==> config.mk <==
export PLATFORM = sky130hd
export DESIGN_NAME = seg_guard
export DESIGN_NICKNAME = d
export VERILOG_FILES = /design/src/rtl/seg_guard_pkg.sv /design/src/rtl/seg_limit_unit.sv /design/src/rtl/seg_rights_unit.sv /design/src/rtl/seg_guard.sv
export SDC_FILE = /design/constraint.sdc
export NUM_CORES = 1
export LEC_CHECK = 0
export BUFFER_PORTS_ARGS = -buffer_cell sky130_fd_sc_hd__buf_2
export CORE_MARGIN = 4
export CORE_UTILIZATION = 56
export DETAILED_ROUTE_END_ITERATION = 12
export GPL_TIMING_DRIVEN = 0
export PLACE_DENSITY = 0.91
export SETUP_SLACK_MARGIN = 0.5
export SLEW_MARGIN = 30
export SYNTH_ARGS = -nofsm -noshare
export SYNTH_HDL_FRONTEND = slang
export SYNTH_HIERARCHICAL = 1
export SYNTH_SLANG_ARGS = --single-unit
==> constraint.sdc <==
create_clock -name clk -period 6.1 [get_ports clk]
set_input_delay 0.915 -clock clk [delete_from_list [all_inputs] [get_ports clk]]
set_output_delay 0.915 -clock clk [all_outputs]
set_load 0.02 [all_outputs]
==> src/rtl/seg_guard_pkg.sv <==
package seg_guard_pkg;

  typedef enum logic [1:0] {
    ACC_READ  = 2'd0,
    ACC_WRITE = 2'd1,
    ACC_EXEC  = 2'd2,
    ACC_RSVD  = 2'd3
  } acc_kind_e;

  typedef enum logic [2:0] {
    FLT_NONE   = 3'd0,
    FLT_LIMIT  = 3'd1,
    FLT_RIGHTS = 3'd2,
    FLT_PRIV   = 3'd3,
    FLT_ABSENT = 3'd4
  } fault_e;

endpackage

==> src/rtl/seg_limit_unit.sv <==
module seg_limit_unit #(
  parameter int ADDR_W  = 32,
  parameter int LIM_W   = 20,
  parameter int LEN_W   = 2,
  parameter int SMALL_W = 16
) (
  input  logic [LIM_W-1:0]  limit,
  input  logic              gran,
  input  logic              big,
  input  logic              expand_down,
  input  logic [ADDR_W-1:0] off,
  input  logic [LEN_W-1:0]  len_m1,
  output logic              out_of_range
);
  localparam int PG_SHIFT = ADDR_W - LIM_W;
  localparam int EXT_W    = ADDR_W + 1;

  // Scaled limit: byte units, or page units with the low page bits filled
  function automatic logic [ADDR_W-1:0] f_scaled_limit(
    input logic [LIM_W-1:0] lim, input logic g);
    if (g) return {lim, {PG_SHIFT{1'b1}}};
    return {{PG_SHIFT{1'b0}}, lim};
  endfunction

  // Address of the last touched byte, one extra bit to catch wrap
  function automatic logic [EXT_W-1:0] f_last_byte(
    input logic [ADDR_W-1:0] o, input logic [LEN_W-1:0] l);
    return {1'b0, o} + EXT_W'(l);
  endfunction

  logic [ADDR_W-1:0] eff_lim;
  logic [EXT_W-1:0]  last_b;
  logic [EXT_W-1:0]  top_b;
  logic              up_bad;
  logic              down_bad;

  assign eff_lim  = f_scaled_limit(limit, gran);
  assign last_b   = f_last_byte(off, len_m1);
  assign top_b    = big ? {1'b0, {ADDR_W{1'b1}}} : EXT_W'({SMALL_W{1'b1}});
  assign up_bad   = last_b > {1'b0, eff_lim};
  assign down_bad = (off <= eff_lim) || (last_b > top_b);

  assign out_of_range = expand_down ? down_bad : up_bad;
endmodule

==> src/rtl/seg_rights_unit.sv <==
module seg_rights_unit
  import seg_guard_pkg::*;
#(
  parameter int PL_W = 2
) (
  input  logic            is_seg,
  input  logic            exec,
  input  logic            dc,
  input  logic            rw,
  input  logic [1:0]      kind,
  input  logic [PL_W-1:0] cpl,
  input  logic [PL_W-1:0] dpl,
  output logic            rights_bad,
  output logic            priv_bad
);
  acc_kind_e k;
  assign k = acc_kind_e'(kind);

  // Rights: code vs data split, system descriptors always refused
  function automatic logic f_rights_bad(
    input logic s, input logic x, input logic w, input acc_kind_e a);
    if (!s) return 1'b1;
    case (a)
      ACC_READ:  return x ? !w : 1'b0;
      ACC_WRITE: return x ? 1'b1 : !w;
      ACC_EXEC:  return !x;
      default:   return 1'b1;
    endcase
  endfunction

  // Privilege: far transfer rules for code, numeric rule for loads/stores
  function automatic logic f_priv_bad(
    input logic conf, input acc_kind_e a,
    input logic [PL_W-1:0] c, input logic [PL_W-1:0] d);
    if (a == ACC_EXEC) return conf ? (c < d) : (c != d);
    return d < c;
  endfunction

  assign rights_bad = f_rights_bad(is_seg, exec, rw, k);
  assign priv_bad   = f_priv_bad(dc, k, cpl, dpl);
endmodule

==> src/rtl/seg_guard.sv <==
module seg_guard
  import seg_guard_pkg::*;
#(
  parameter int ADDR_W  = 32,
  parameter int LIM_W   = 20,
  parameter int LEN_W   = 2,
  parameter int PL_W    = 2,
  parameter int SMALL_W = 16
) (
  input  logic              clk,
  input  logic              rst_n,
  input  logic              req_valid,
  input  logic [ADDR_W-1:0] desc_base,
  input  logic [LIM_W-1:0]  desc_limit,
  input  logic              desc_gran,
  input  logic              desc_big,
  input  logic              desc_present,
  input  logic              desc_is_seg,
  input  logic              desc_exec,
  input  logic              desc_dc,
  input  logic              desc_rw,
  input  logic [PL_W-1:0]   desc_dpl,
  input  logic [ADDR_W-1:0] acc_off,
  input  logic [LEN_W-1:0]  acc_len,
  input  logic [1:0]        acc_kind,
  input  logic [PL_W-1:0]   cpl,
  output logic              rsp_valid,
  output logic [ADDR_W-1:0] lin_addr,
  output logic              acc_ok,
  output logic [2:0]        fault_code
);
  function automatic logic [ADDR_W-1:0] f_linear(
    input logic [ADDR_W-1:0] b, input logic [ADDR_W-1:0] o);
    return b + o;
  endfunction

  logic   hit_limit;
  logic   hit_rights;
  logic   hit_priv;
  fault_e fault_next;

  seg_limit_unit #(
    .ADDR_W(ADDR_W), .LIM_W(LIM_W), .LEN_W(LEN_W), .SMALL_W(SMALL_W)
  ) u_limit (
    .limit       (desc_limit),
    .gran        (desc_gran),
    .big         (desc_big),
    .expand_down (desc_dc & ~desc_exec),
    .off         (acc_off),
    .len_m1      (acc_len),
    .out_of_range(hit_limit)
  );

  seg_rights_unit #(.PL_W(PL_W)) u_rights (
    .is_seg    (desc_is_seg),
    .exec      (desc_exec),
    .dc        (desc_dc),
    .rw        (desc_rw),
    .kind      (acc_kind),
    .cpl       (cpl),
    .dpl       (desc_dpl),
    .rights_bad(hit_rights),
    .priv_bad  (hit_priv)
  );

  always_comb begin
    if (!desc_present)   fault_next = FLT_ABSENT;
    else if (hit_rights) fault_next = FLT_RIGHTS;
    else if (hit_priv)   fault_next = FLT_PRIV;
    else if (hit_limit)  fault_next = FLT_LIMIT;
    else                 fault_next = FLT_NONE;
  end

  always_ff @(posedge clk) begin
    if (!rst_n) begin
      rsp_valid  <= 1'b0;
      lin_addr   <= '0;
      acc_ok     <= 1'b0;
      fault_code <= 3'd0;
    end else begin
      rsp_valid <= req_valid;
      if (req_valid) begin
        lin_addr   <= f_linear(desc_base, acc_off);
        acc_ok     <= (fault_next == FLT_NONE);
        fault_code <= fault_next;
      end
    end
  end
endmodule

# Word-level counts from Yosys, hierarchy flattened
# Index checks and enable logic that the tools add are counted.
[totals] in_bits=102 mem_bits_rw=0 rom_bits=0 word_cells=38 ff_bits=37 latch_bits=0 mem_count=0 output_inout_bits=37
[op_classes] n_mux=17 n_lt_le_gt_ge=5 eq_ne=3 add_sub_neg=2 div=0 n_bitwise=2 n_reduce_logical=5 shifts=0 multipliers=0
[op_table] operator="32-bit two-way mux" n=3
[op_table] operator="32-bit by 2-bit adder with 33-bit output" n=1
[op_table] operator="33-bit by 32-bit greater-than comparator with 1-bit output" n=1
[op_table] operator="33-bit greater-than comparator" n=1
[op_table] operator="32-bit adder" n=1
[op_table] operator="32-bit <= comparator" n=1
[op_table] operator="1-bit two-way mux" n=10
[op_table] operator="2-bit less-than comparator" n=2
[op_table] operator="2-bit two-way mux" n=2
[op_table] operator="3-bit logical NOT" n=1
[op_table] operator="3-bit two-way mux" n=1
[op_table] operator="1-bit one-hot mux with 3 select lines" n=1
[op_table] operator="2-bit by 1-bit equality test with 1-bit output, second input constant" n=1
[op_table] operator="2-bit equality test, second input constant" n=1
[op_table] operator="1-bit logical NOT" n=2
[op_table] operator="2-bit logical NOT" n=1
[op_table] operator="2-bit inequality test" n=1
[op_table] operator="1-bit bitwise AND" n=1
[op_table] operator="1-bit logical OR" n=1
[op_table] operator="1-bit NOT" n=1

# Logic depth before layout (Yosys ltp)
# Gate-level depths: netlist (run 1).
[depth] word_depth=10 mapped_depth=21 ltp_nobuf=20

# Hierarchy
# The synthesis (run 1) kept the hierarchy.
[by_module_without_submodules] module="seg_guard" seq_area_each_um2=740.7 cells_each=384 area_per_inst_um2=3045.4 instances=1
[by_module_without_submodules] module="seg_limit_unit" seq_area_each_um2=0.0 cells_each=345 area_per_inst_um2=2617.5 instances=1
[by_module_without_submodules] module="seg_rights_unit" seq_area_each_um2=0.0 cells_each=16 area_per_inst_um2=116.4 instances=1

# Least setup slack after synthesis (run 1)
# OpenSTA, ideal clock, no wires.
[synth_path] kind="input-to-reg" startpoint="in acc_off[0]" endpoint="reg acc_ok" arrival_ns=4.610 setup_ns=0.065 path_slack_ns=1.425 cell_stages=21 path_buffers=1 required_time_ns=6.035 path_cell_list="ha_1 -> fa_1 -> nand3_1 -> or4_4 -> or3_1 -> buf_6 -> nor2_2 -> nand2_1 -> xnor2_1 -> ha_1 -> and4_1 -> and4b_1 -> a221oi_1 -> o21a_1 -> a41oi_1 -> a2111oi_1 -> nor2_1 -> nor2_1 -> and4_1 -> a21oi_1 -> nor2b_1"
[synth_between] elab_chain_cells=9 elab_cells_between_ends=11 cone_classes="add/sub: 1; order compare: 3; mux: 5; reduce/logical: 2"
[synth_rtl] element="start, declared" line_no="seg_guard.sv:23" source="input logic [ADDR_W-1:0] acc_off,"
[synth_rtl] element="32-bit by 2-bit adder with 33-bit output" line_no="seg_limit_unit.sv:28" source="return {1'b0, o} + EXT_W'(l);"
[synth_rtl] element="33-bit greater-than comparator" line_no="seg_limit_unit.sv:41" source="assign down_bad = (off <= eff_lim) || (last_b > top_b);"
[synth_rtl] element="1-bit logical OR" line_no="seg_limit_unit.sv:41"
[synth_rtl] element="1-bit two-way mux (*)" line_no="seg_limit_unit.sv:43" source="assign out_of_range = expand_down ? down_bad : up_bad;"
[synth_rtl] element="net hit_limit" line_no="seg_guard.sv:37" source="logic hit_limit;"
[synth_rtl] element="1-bit two-way mux (*)" line_no="seg_guard.sv:70" source="else if (hit_limit) fault_next = FLT_LIMIT;"
[synth_rtl] element="2-bit two-way mux (*)" line_no="seg_guard.sv:69" source="else if (hit_priv) fault_next = FLT_PRIV;"
[synth_rtl] element="2-bit two-way mux (*)" line_no="seg_guard.sv:68" source="else if (hit_rights) fault_next = FLT_RIGHTS;"
[synth_rtl] element="3-bit two-way mux (*)" line_no="seg_guard.sv:67" source="if (!desc_present) fault_next = FLT_ABSENT;"
[synth_rtl] element="3-bit logical NOT (*)" line_no="seg_guard.sv:84" source="acc_ok <= (fault_next == FLT_NONE);"
[synth_rtl] element="end signal, assigned" line_no="seg_guard.sv:84"
[synth_rtl] element="end, declared" line_no="seg_guard.sv:29" source="output logic acc_ok,"
# The timed path passes the listed nets; every way through them passes the cells marked *.
# A chain may end at the register's enable or synchronous reset.

# Worst setup path after layout (run 1)
# Ends and elaborated chain as after synthesis.

==> results of run 1 <==
flip-flops by register name, indices dropped and copies added, names as in the netlist:
register,cells
lin_addr,32
fault_code,3
acc_ok,1
rsp_valid,1
kinds of logic after synthesis:
kind of cell | synth area share (%)
buffers and inverters | 3.66
XOR/XNOR | 8.18
flip-flops | 12.8
AND/OR/NAND/NOR | 23.4
AO/OA/AOI/OAI | 22.6
multiplexers | 3.81
adder cells (fa/ha/maj) | 25.6
critical path, delay by kind of cell:
| family | cells | cell delay (ns) |
|---|---|---|
| XOR/XNOR | 1 | 0.31 |
| AND/OR/NAND/NOR | 11 | 2.29 |
| adder cells (fa/ha/maj) | 3 | 0.73 |
| buffers and inverters | 2 | 0.26 |
| AO/OA/AOI/OAI | 5 | 1.02 |
routing by layer:
| layer | vias to the layer above | routed length, um | track usage (%) |
|---|---|---|---|
| li1 | 3066 | - | - |
| met1 | 2833 | 7540 | 38.5 |
| met2 | 306 | 8090 | 47.7 |
| met3 | 38 | 1570 | 5.64 |
| met4 | 0 | 471 | 9.97 |
| met5 | - | 0 | 0 |
worst paths after layout:
kind	startpoint	to	slack, ns	depth (start not counted)
max	acc_off[0]	acc_ok	0.77	22
max reg2reg	lin_addr[31]	lin_addr[31]	5.19	5
min reg2reg	lin_addr[17]	lin_addr[17]	0.48	2
min	lin_addr[17]	lin_addr[17]	0.48	2
metrics by stage:
step	instances	total power [mW]
final	1021	1.04
after global routing	1021	1.11
after CTS	1021	1.03
after detailed placement	1013	0.806
after global placement	1013	0.794
after floorplan	745	0.640
Yosys cell counts (4+ instances only):
cell type	count
o21ai_0	44
ha_1	115
a21oi_1	65
inv_1	25
nand3_1	37
xnor2_1	31
nor4_1	8
clkbuf_1	17
dfxtp_1	37
buf_2	6
nor3_1	8
nand2_1	66
a211o_1	4
mux2i_1	22
o21bai_1	7
a211oi_1	11
xor2_1	23
a21o_1	21
and4_1	5
and3_1	8
a21boi_0	4
nand4_1	27
a31oi_1	5
nor2_1	54
nor2b_1	23
o211ai_1	6
area by class of cell:
cell class,count,area share (%)
inverters,25,1.39
clock inverters,1,0.445
repair buffers,135,10.0
clock buffers,7,1.28
flip-flops and latches,37,11.0
multi-input cells,656,71.7
well taps,133,2.47
plain buffers,27,1.74
power breakdown:
part / switching (mW) / internal, mW
registers: 0.0121 / 0.266
logic: 0.320 / 0.216
clock network: 0.0916 / 0.133
==> impl_metrics.csv, run 1 <==
group,metric,value,unit
die,rows,36,
worst_setup_path,cp_slowest_cell,"or4_4",
worst_setup_path,cp.required,6.33,ns
cells_and_area,seq_area,741,sq um
worst_setup_path,cp.arrival,5.56,ns
synthesis,ys_ff_latch,37,
place,io_buffers,135,
timing,rsz0062_at_grt,"false",
synthesis,async_flop_share,0,%
worst_setup_path,cp_cell_sequence,"buf_2, ha_1, fa_1, nand3_1, or4_4, or3_1, buf_6, nor2_2, nand4_1, xnor2_1, ha_1, nand3_1, and4b_1, a221oi_1, o21a_1, a41oi_1, a2111oi_1, nor2_1, nor2_1, and4_1, a21oi_1, nor2b_1",
cells_and_area,final_cell_area,6750,sq um
power_and_ir_drop,p_per_area,154,nW/um^2
cells_and_area,fillCellCount,866,
synthesis,yosysTopAreaCell,"ha_1",
synthesis,syn_area,5780,sq um
drt,drc_errors,0,
worst_setup_path,worstPathMaxFanout,5,
synthesis,synth_edf_count,0,
drt,drtIter0Drc,480,
timing,period_share,87.4,%
clock_network,cts_sinks,37,
die,start_util,58.3,%
worst_setup_path,cp-start-kind,"input pin",
clock_network,cts_buffers,5,
timing,clock_skew,0,ns
global_routing,grt_pass1_wl,28100,um
clock_network,cts_hold_buf,0,
synthesis,yosysWarningCount,6,
global_routing,antenna_found_initial,0,
timing,period_needed,5.33,ns
timing,worst_pin_slew,0.848,ns
timing,hold_ws,0.483,ns
timing,setup_slack,0.769,ns
cells_and_area,final_cell_mix,"buf_2 (141), ha_1 (115), nand2_1 (66)",
clock_network,cts-root-buf,"clkbuf_8",
place,dp_hpwl,15000,um
die,design.core.area,9910,sq um
run_status,status,"finished clean",
drt,drt-wirelength-per-cell,17.3,um
drt,drt-total-wl,17700,um
synthesis,synth_cell_types,72,
synthesis,ys.flop_type,"dfxtp_1",
die,die_width,110,um
cells_and_area,multi_input_area,4830,sq um
synthesis,yosysTopAreaCellShare,24.9,%
place,post-place-ws,0.494,ns
clock_network,clk_pin_slew,0.08,ns
timing,tns,0,ns
timing,fmax,188,MHz
synthesis,netlist_instances,745,
synthesis,synthTopCellsByArea,"ha_1 (25%), dfxtp_1 (13%), a21oi_1 (5.6%), xnor2_1 (4.7%), nand2_1 (4.3%)",
cells_and_area,drive_above_1_share,19.1,%
worst_setup_path,worstSetupPathType,"in -> reg",
hold_path,min_path_type,"reg -> reg",
die,die-area,12000,sq um
die,ios,139,
clock_network,clock_latency,0.29,ns
clock_network,cts_tree,"done",
die,die_h,110,um
cells_and_area,antenna_cells,0,
global_routing,first_global_vias,5967,
cells_and_area,nets,1106,
power_and_ir_drop,leakage,3.29,nW
drt,drt_pass1_iterations,5,
worst_setup_path,max_stage_delay,0.51,ns
timing,relSlewSlack,43.5,%
place,place_area,6620,sq um
clock_network,ctsResizeCount,0,
clock_network,postCtsSetupRepairBufs,0,
drt,ant_nets,0,
drt,vias_per_cell,6.11,
flow_run,max-cap-violations,0,
drt,vias,6243,
timing,hold_viol_final,0,
cells_and_area,layout_commonest_cell,"buf_2",
synthesis,syn_nets,964,
global_routing,grt_max_degree,17,
global_routing,gr-total-overflow,0,
synthesis,ys_seq_area_share,12.8,%
cells_and_area,area_growth,16.7,%
worst_setup_path,cp-end-kind,"flop",
clock_network,h-tree-depth,2,
place,gp_congestion,0.997,
synthesis,avgSynthCellArea,7.76,sq um
cells_and_area,utilization,68.1,%
clock_network,clockBufferDepth,2,
power_and_ir_drop,irDropWorstVdd,0.000134,V
timing,setup_viol_count_final,0,
timing,slew_viol_final,0,
global_routing,grt.total_usage,29.2,%
Power figures use the tool's default switching activity.
==> run 2: changes to the inputs <==
--- a/config.mk
+++ b/config.mk
@@ -8,6 +8,7 @@
 export BUFFER_PORTS_ARGS = -buffer_cell sky130_fd_sc_hd__buf_2
 export CORE_MARGIN = 4
 export CORE_UTILIZATION = 56
+export CTS_BUF_LIST = sky130_fd_sc_hd__clkbuf_16
 export DETAILED_ROUTE_END_ITERATION = 12
 export GPL_TIMING_DRIVEN = 0
 export PLACE_DENSITY = 0.91
==> impl_metrics.csv, run 2 (synthesized netlist as in run 1, its figures left out) <==
group,metric,value,unit
drt,drt-total-wl,17800,um
clock_network,clk_pin_slew,0.06,ns
cells_and_area,drive_above_1_share,19.0,%
flow_run,max-cap-violations,0,
cells_and_area,final_cell_mix,"buf_2 (141), ha_1 (115), nand2_1 (66)",
drt,drt-wirelength-per-cell,17.4,um
clock_network,cts_sinks,37,
run_status,status,"finished clean",
worst_setup_path,cp-end-kind,"flop",
power_and_ir_drop,irDropWorstVdd,0.000139,V
die,die_width,110,um
timing,period_share,87.8,%
timing,setup_viol_count_final,0,
timing,tns,0,ns
clock_network,h-tree-depth,2,
drt,vias,6275,
die,ios,139,
worst_setup_path,r2r-start,"lin_addr[31]",
clock_network,cts_buffers,5,
clock_network,postCtsSetupRepairBufs,0,
timing,clock_skew,0,ns
clock_network,ctsResizeCount,0,
clock_network,clockBufferDepth,2,
clock_network,cts_tree,"done",
die,die-area,12000,sq um
drt,drt_pass1_iterations,5,
cells_and_area,reg_top3,"lin_addr x32, fault_code x3",
power_and_ir_drop,total_power,1.11,mW
power_and_ir_drop,p_per_area,163,nW/um^2
place,io_buffers,135,
global_routing,gr-total-overflow,0,
worst_setup_path,crit_path_start,"acc_off[0]",
clock_network,cts_hold_buf,0,
cells_and_area,finalNonFillerCells,1021,
power_and_ir_drop,leakage,3.31,nW
timing,fmax,187,MHz
worst_setup_path,worstSetupPathType,"in -> reg",
worst_setup_path,worstPathMaxFanout,5,
timing,period_needed,5.35,ns
clock_network,cts-root-buf,"clkbuf_16",
timing,hold_viol_final,0,
worst_setup_path,r2r_end,"lin_addr[31]",
die,start_util,58.3,%
die,die_h,110,um
cells_and_area,final_cell_area,6790,sq um
timing,slew_viol_final,0,
timing,worst_pin_slew,0.826,ns
worst_setup_path,cp.arrival,5.57,ns
global_routing,grt_pass1_wl,28100,um
hold_path,min_path_type,"reg -> reg",
drt,vias_per_cell,6.15,
hold_path,min_from,"lin_addr[17]",
worst_setup_path,cp-start-kind,"input pin",
timing,hold_ws,0.478,ns
drt,drc_errors,0,
hold_path,hold-path-endpoint,"lin_addr[17]",
worst_setup_path,reg2reg_setup_slack,5.18,ns
place,place_area,6620,sq um
place,dp_hpwl,15000,um
die,design.core.area,9910,sq um
cells_and_area,nets,1106,
global_routing,first_global_vias,5937,
global_routing,grt_max_degree,17,
cells_and_area,largest-register,"lin_addr",
worst_setup_path,cp.required,6.32,ns
timing,relSlewSlack,45.0,%
global_routing,grt.total_usage,29.3,%
timing,rsz0062_at_grt,"false",
place,dp_cells,1013,
place,gp_congestion,0.997,
global_routing,antenna_found_initial,0,
drt,ant_nets,0,
worst_setup_path,r2r_cells,5,
cells_and_area,area_growth,17.5,%
clock_network,clock_latency,0.28,ns
die,rows,36,
cells_and_area,layout_commonest_cell,"buf_2",
cells_and_area,largest_reg_flops,32,
hold_path,whs_path_depth,2,
cells_and_area,antenna_cells,0,
drt,drtIter0Drc,496,
run 2: worst max-delay path by stage:
stage                        end  slack, ns  cells past startpoint
after CTS                 acc_ok       0.76                     22
after global placement    acc_ok       0.65                     22
after floorplan           acc_ok       1.43                     21
after detailed placement  acc_ok       0.49                     22
after global routing      acc_ok       0.51                     22
final                     acc_ok       0.75                     22
run 2: metal layers:
metal	wire [um]	vias up	track usage, %
met5	0	-	0
met4	529	0	9.08
met2	8050	305	47.8
met3	1530	49	5.05
li1	-	3066	-
met1	7660	2855	39.2
run 2: report_power, final:
part           leakage (nW)  switching [mW]  internal (mW)  total, mW
sequential            0.305          0.0121          0.267      0.279
combinational          2.92           0.321          0.216      0.537
clock                0.0826           0.101          0.190      0.291
total                  3.31           0.434          0.673       1.11
run 2: layout make-up:
type,count,area (sq um)
Multi-Input combinational cell,656,4830
Fill cell,861,3120
Sequential cell,37,741
Timing Repair Buffer,135,676
Tap cell,133,166
Clock buffer,5,125
Buffer,27,118
Inverter,25,93.8
Clock inverter,3,37.5
run 2: through the flow:
stage / setup WS, ns / utilization, %
6_report: 0.745 / 68.5
5_1_grt: 0.507 / 68.5
4_1_cts: 0.765 / 68.5
3_5_place_dp: 0.494 / 66.8
3_3_place_gp: 0.645 / 66.8
2_1_floorplan: 1.43 / -
run 2: worst max-delay path, stage by stage:
cell	delay [ns]
buf_2	0.11
ha_1	0.19
fa_1	0.23
nand3_1	0.21
or4_4	0.51
or3_1	0.35
buf_6	0.15
nor2_2	0.16
nand4_1	0.14
xnor2_1	0.31
ha_1	0.31
nand3_1	0.10
and4b_1	0.26
a221oi_1	0.27
o21a_1	0.22
a41oi_1	0.08
a2111oi_1	0.40
nor2_1	0.13
nor2_1	0.14
and4_1	0.20
a21oi_1	0.04
nor2b_1	0.12
==> run 3: changes to the inputs <==
--- a/config.mk
+++ b/config.mk
@@ -11,7 +11,7 @@
 export CTS_BUF_LIST = sky130_fd_sc_hd__clkbuf_16
 export DETAILED_ROUTE_END_ITERATION = 12
 export GPL_TIMING_DRIVEN = 0
-export PLACE_DENSITY = 0.91
+export PLACE_DENSITY = 0.83
 export SETUP_SLACK_MARGIN = 0.5
 export SLEW_MARGIN = 30
 export SYNTH_ARGS = -nofsm -noshare
==> impl_metrics.csv, run 3 (synthesized netlist as in run 1, its figures left out) <==
group,metric,value,unit
worst_setup_path,worstPathMaxFanout,5,
global_routing,grt_max_degree,17,
worst_setup_path,cp_cell_sequence,"buf_2, ha_1, fa_1, nand3_1, or4_4, or3_1, buf_6, nor2_2, nand4_1, xnor2_2, ha_1, nand3_1, and4b_1, nand3_1, and4b_1, a41oi_1, a2111oi_1, nor2_1, nor2_1, and4_1, a21oi_1, nor2b_1",
power_and_ir_drop,p_per_area,156,nW/um^2
cells_and_area,largest_reg_flops,32,
worst_setup_path,cp.arrival,5.47,ns
cells_and_area,fillCellCount,886,
drt,drtIter0Drc,454,
drt,drt-total-wl,17500,um
clock_network,cts_buffers,5,
timing,hold_viol_final,0,
power_and_ir_drop,p_int,0.632,mW
place,gp_congestion,1.04,
timing,hold_ws,0.482,ns
cells_and_area,antenna_cells,0,
global_routing,antenna_found_initial,0,
clock_network,clockBufferDepth,2,
worst_setup_path,worstSetupPathType,"in -> reg",
hold_path,min_path_type,"reg -> reg",
place,io_buffers,135,
drt,drt_pass1_iterations,7,
die,ios,139,
timing,fmax,190,MHz
flow_run,max-cap-violations,0,
clock_network,clock_latency,0.28,ns
cells_and_area,layout_commonest_cell,"buf_2",
worst_setup_path,cp.required,6.32,ns
clock_network,clk_pin_slew,0.06,ns
timing,slew_viol_final,0,
cells_and_area,seq_area,741,sq um
clock_network,cts_sinks,37,
power_and_ir_drop,irDropWorstVdd,0.000134,V
cells_and_area,largest-register,"lin_addr",
die,die_h,110,um
clock_network,h-tree-depth,2,
global_routing,grt.total_usage,28.2,%
die,die_width,110,um
timing,period_share,86.1,%
worst_setup_path,cp-start-kind,"input pin",
power_and_ir_drop,seqPwrFrac,26.4,%
cells_and_area,finalNonFillerCells,1021,
timing,tns,0,ns
die,rows,36,
power_and_ir_drop,leakage,3.32,nW
die,start_util,58.3,%
run_status,status,"finished clean",
die,design.core.area,9910,sq um
cells_and_area,nets,1106,
drt,vias_per_cell,6.13,
global_routing,gr-total-overflow,0,
place,dp_cells,1013,
cells_and_area,reg_top3,"lin_addr x32, fault_code x3",
cells_and_area,drive_above_1_share,19.4,%
drt,drc_errors,0,
timing,setup_viol_count_final,0,
drt,ant_nets,0,
clock_network,cts-root-buf,"clkbuf_16",
clock_network,cts_hold_buf,0,
drt,vias,6256,
cells_and_area,multi_input_area,4850,sq um
timing,rsz0062_at_grt,"false",
power_and_ir_drop,p_clk_share,23.2,%
place,dp_hpwl,14900,um
timing,period_needed,5.25,ns
drt,drt-wirelength-per-cell,17.1,um
cells_and_area,area_growth,17.4,%
clock_network,cts_tree,"done",
power_and_ir_drop,switchingPower,0.428,mW
worst_setup_path,cp-end-kind,"flop",
worst_setup_path,max_stage_delay,0.52,ns
global_routing,grt_pass1_wl,27100,um
die,die-area,12000,sq um
power_and_ir_drop,p_sw_share,40.4,%
timing,worst_pin_slew,0.842,ns
timing,relSlewSlack,43.9,%
timing,clock_skew,0,ns
global_routing,first_global_vias,5806,
cells_and_area,final_cell_mix,"buf_2 (141), ha_1 (115), nand2_1 (66)",
worst_setup_path,cp_slowest_cell,"or4_4",
worst_setup_path,path_common_cell,"nand3_1",
power_and_ir_drop,p_comb_share,50.3,%
run 3: cell types whose count changed in the layout (fill, tap and decap cells not counted):
cell       delta
clkinv_2      +2
xnor2_1       -2
xnor2_2       +2
bufinv_16     -1
clkinv_1      -1
run 3: final timing paths:
kind,slack (ns),start,cells past startpoint,to
worst max-delay path,0.85,acc_off[0],22,acc_ok
worst min-delay path,0.48,lin_addr[23],2,lin_addr[23]
worst max register to register,5.23,lin_addr[31],5,lin_addr[31]
worst min register to register,0.48,lin_addr[23],2,lin_addr[23]
run 3: final cells by class:
cell class	instances	share of cell area, %
plain buffers	27	1.73
clock buffers	5	1.84
clock inverters	3	0.203
inverters	25	1.38
multi-input cells	656	71.5
flip-flops and latches	37	10.9
well taps	133	2.45
repair buffers	135	9.96
run 3: power by group through the flow:
stage,registers (mW),clock network (mW),logic [mW]
finish,0.280,0.246,0.534
global route,0.282,0.260,0.594
CTS,0.280,0.247,0.526
detailed placement,0.284,0,0.522
global placement,0.283,0,0.514
floorplan,0.314,0,0.326
run 3: worst max-delay path, delay by kind of cell:
kind	cells	cell delay, ns
AND/OR/NAND/NOR	13	2.78
adder cells (fa/ha/maj)	3	0.71
AO/OA/AOI/OAI	3	0.60
buffers and inverters	2	0.26
XOR/XNOR	1	0.20
run 3: layer usage:
metal / global-route usage, % / wire length, um / vias to the layer above
li1: - / - / 3060
met1: 38.2 / 7650 / 2902
met2: 45.9 / 7970 / 264
met3: 5.34 / 1480 / 30
met4: 7.48 / 357 / 0
met5: 0 / 0 / -
run 3: through the flow:
| step | power [mW] | instance area [sq um] | setup WS [ns] | util [%] |
|---|---|---|---|---|
| floorplan | 0.640 | 5780 | 1.43 | - |
| global placement | 0.797 | 6620 | 0.602 | 66.8 |
| detailed placement | 0.806 | 6620 | 0.553 | 66.8 |
| CTS | 1.05 | 6760 | 0.836 | 68.2 |
| global route | 1.14 | 6780 | 0.525 | 68.4 |
| finish | 1.06 | 6780 | 0.849 | 68.4 |
run 3: timing repair:
action / CTS / global route
setup buffers: 0 / 0
resized for setup: 0 / 3
endpoints found under the setup margin: 0 / 1
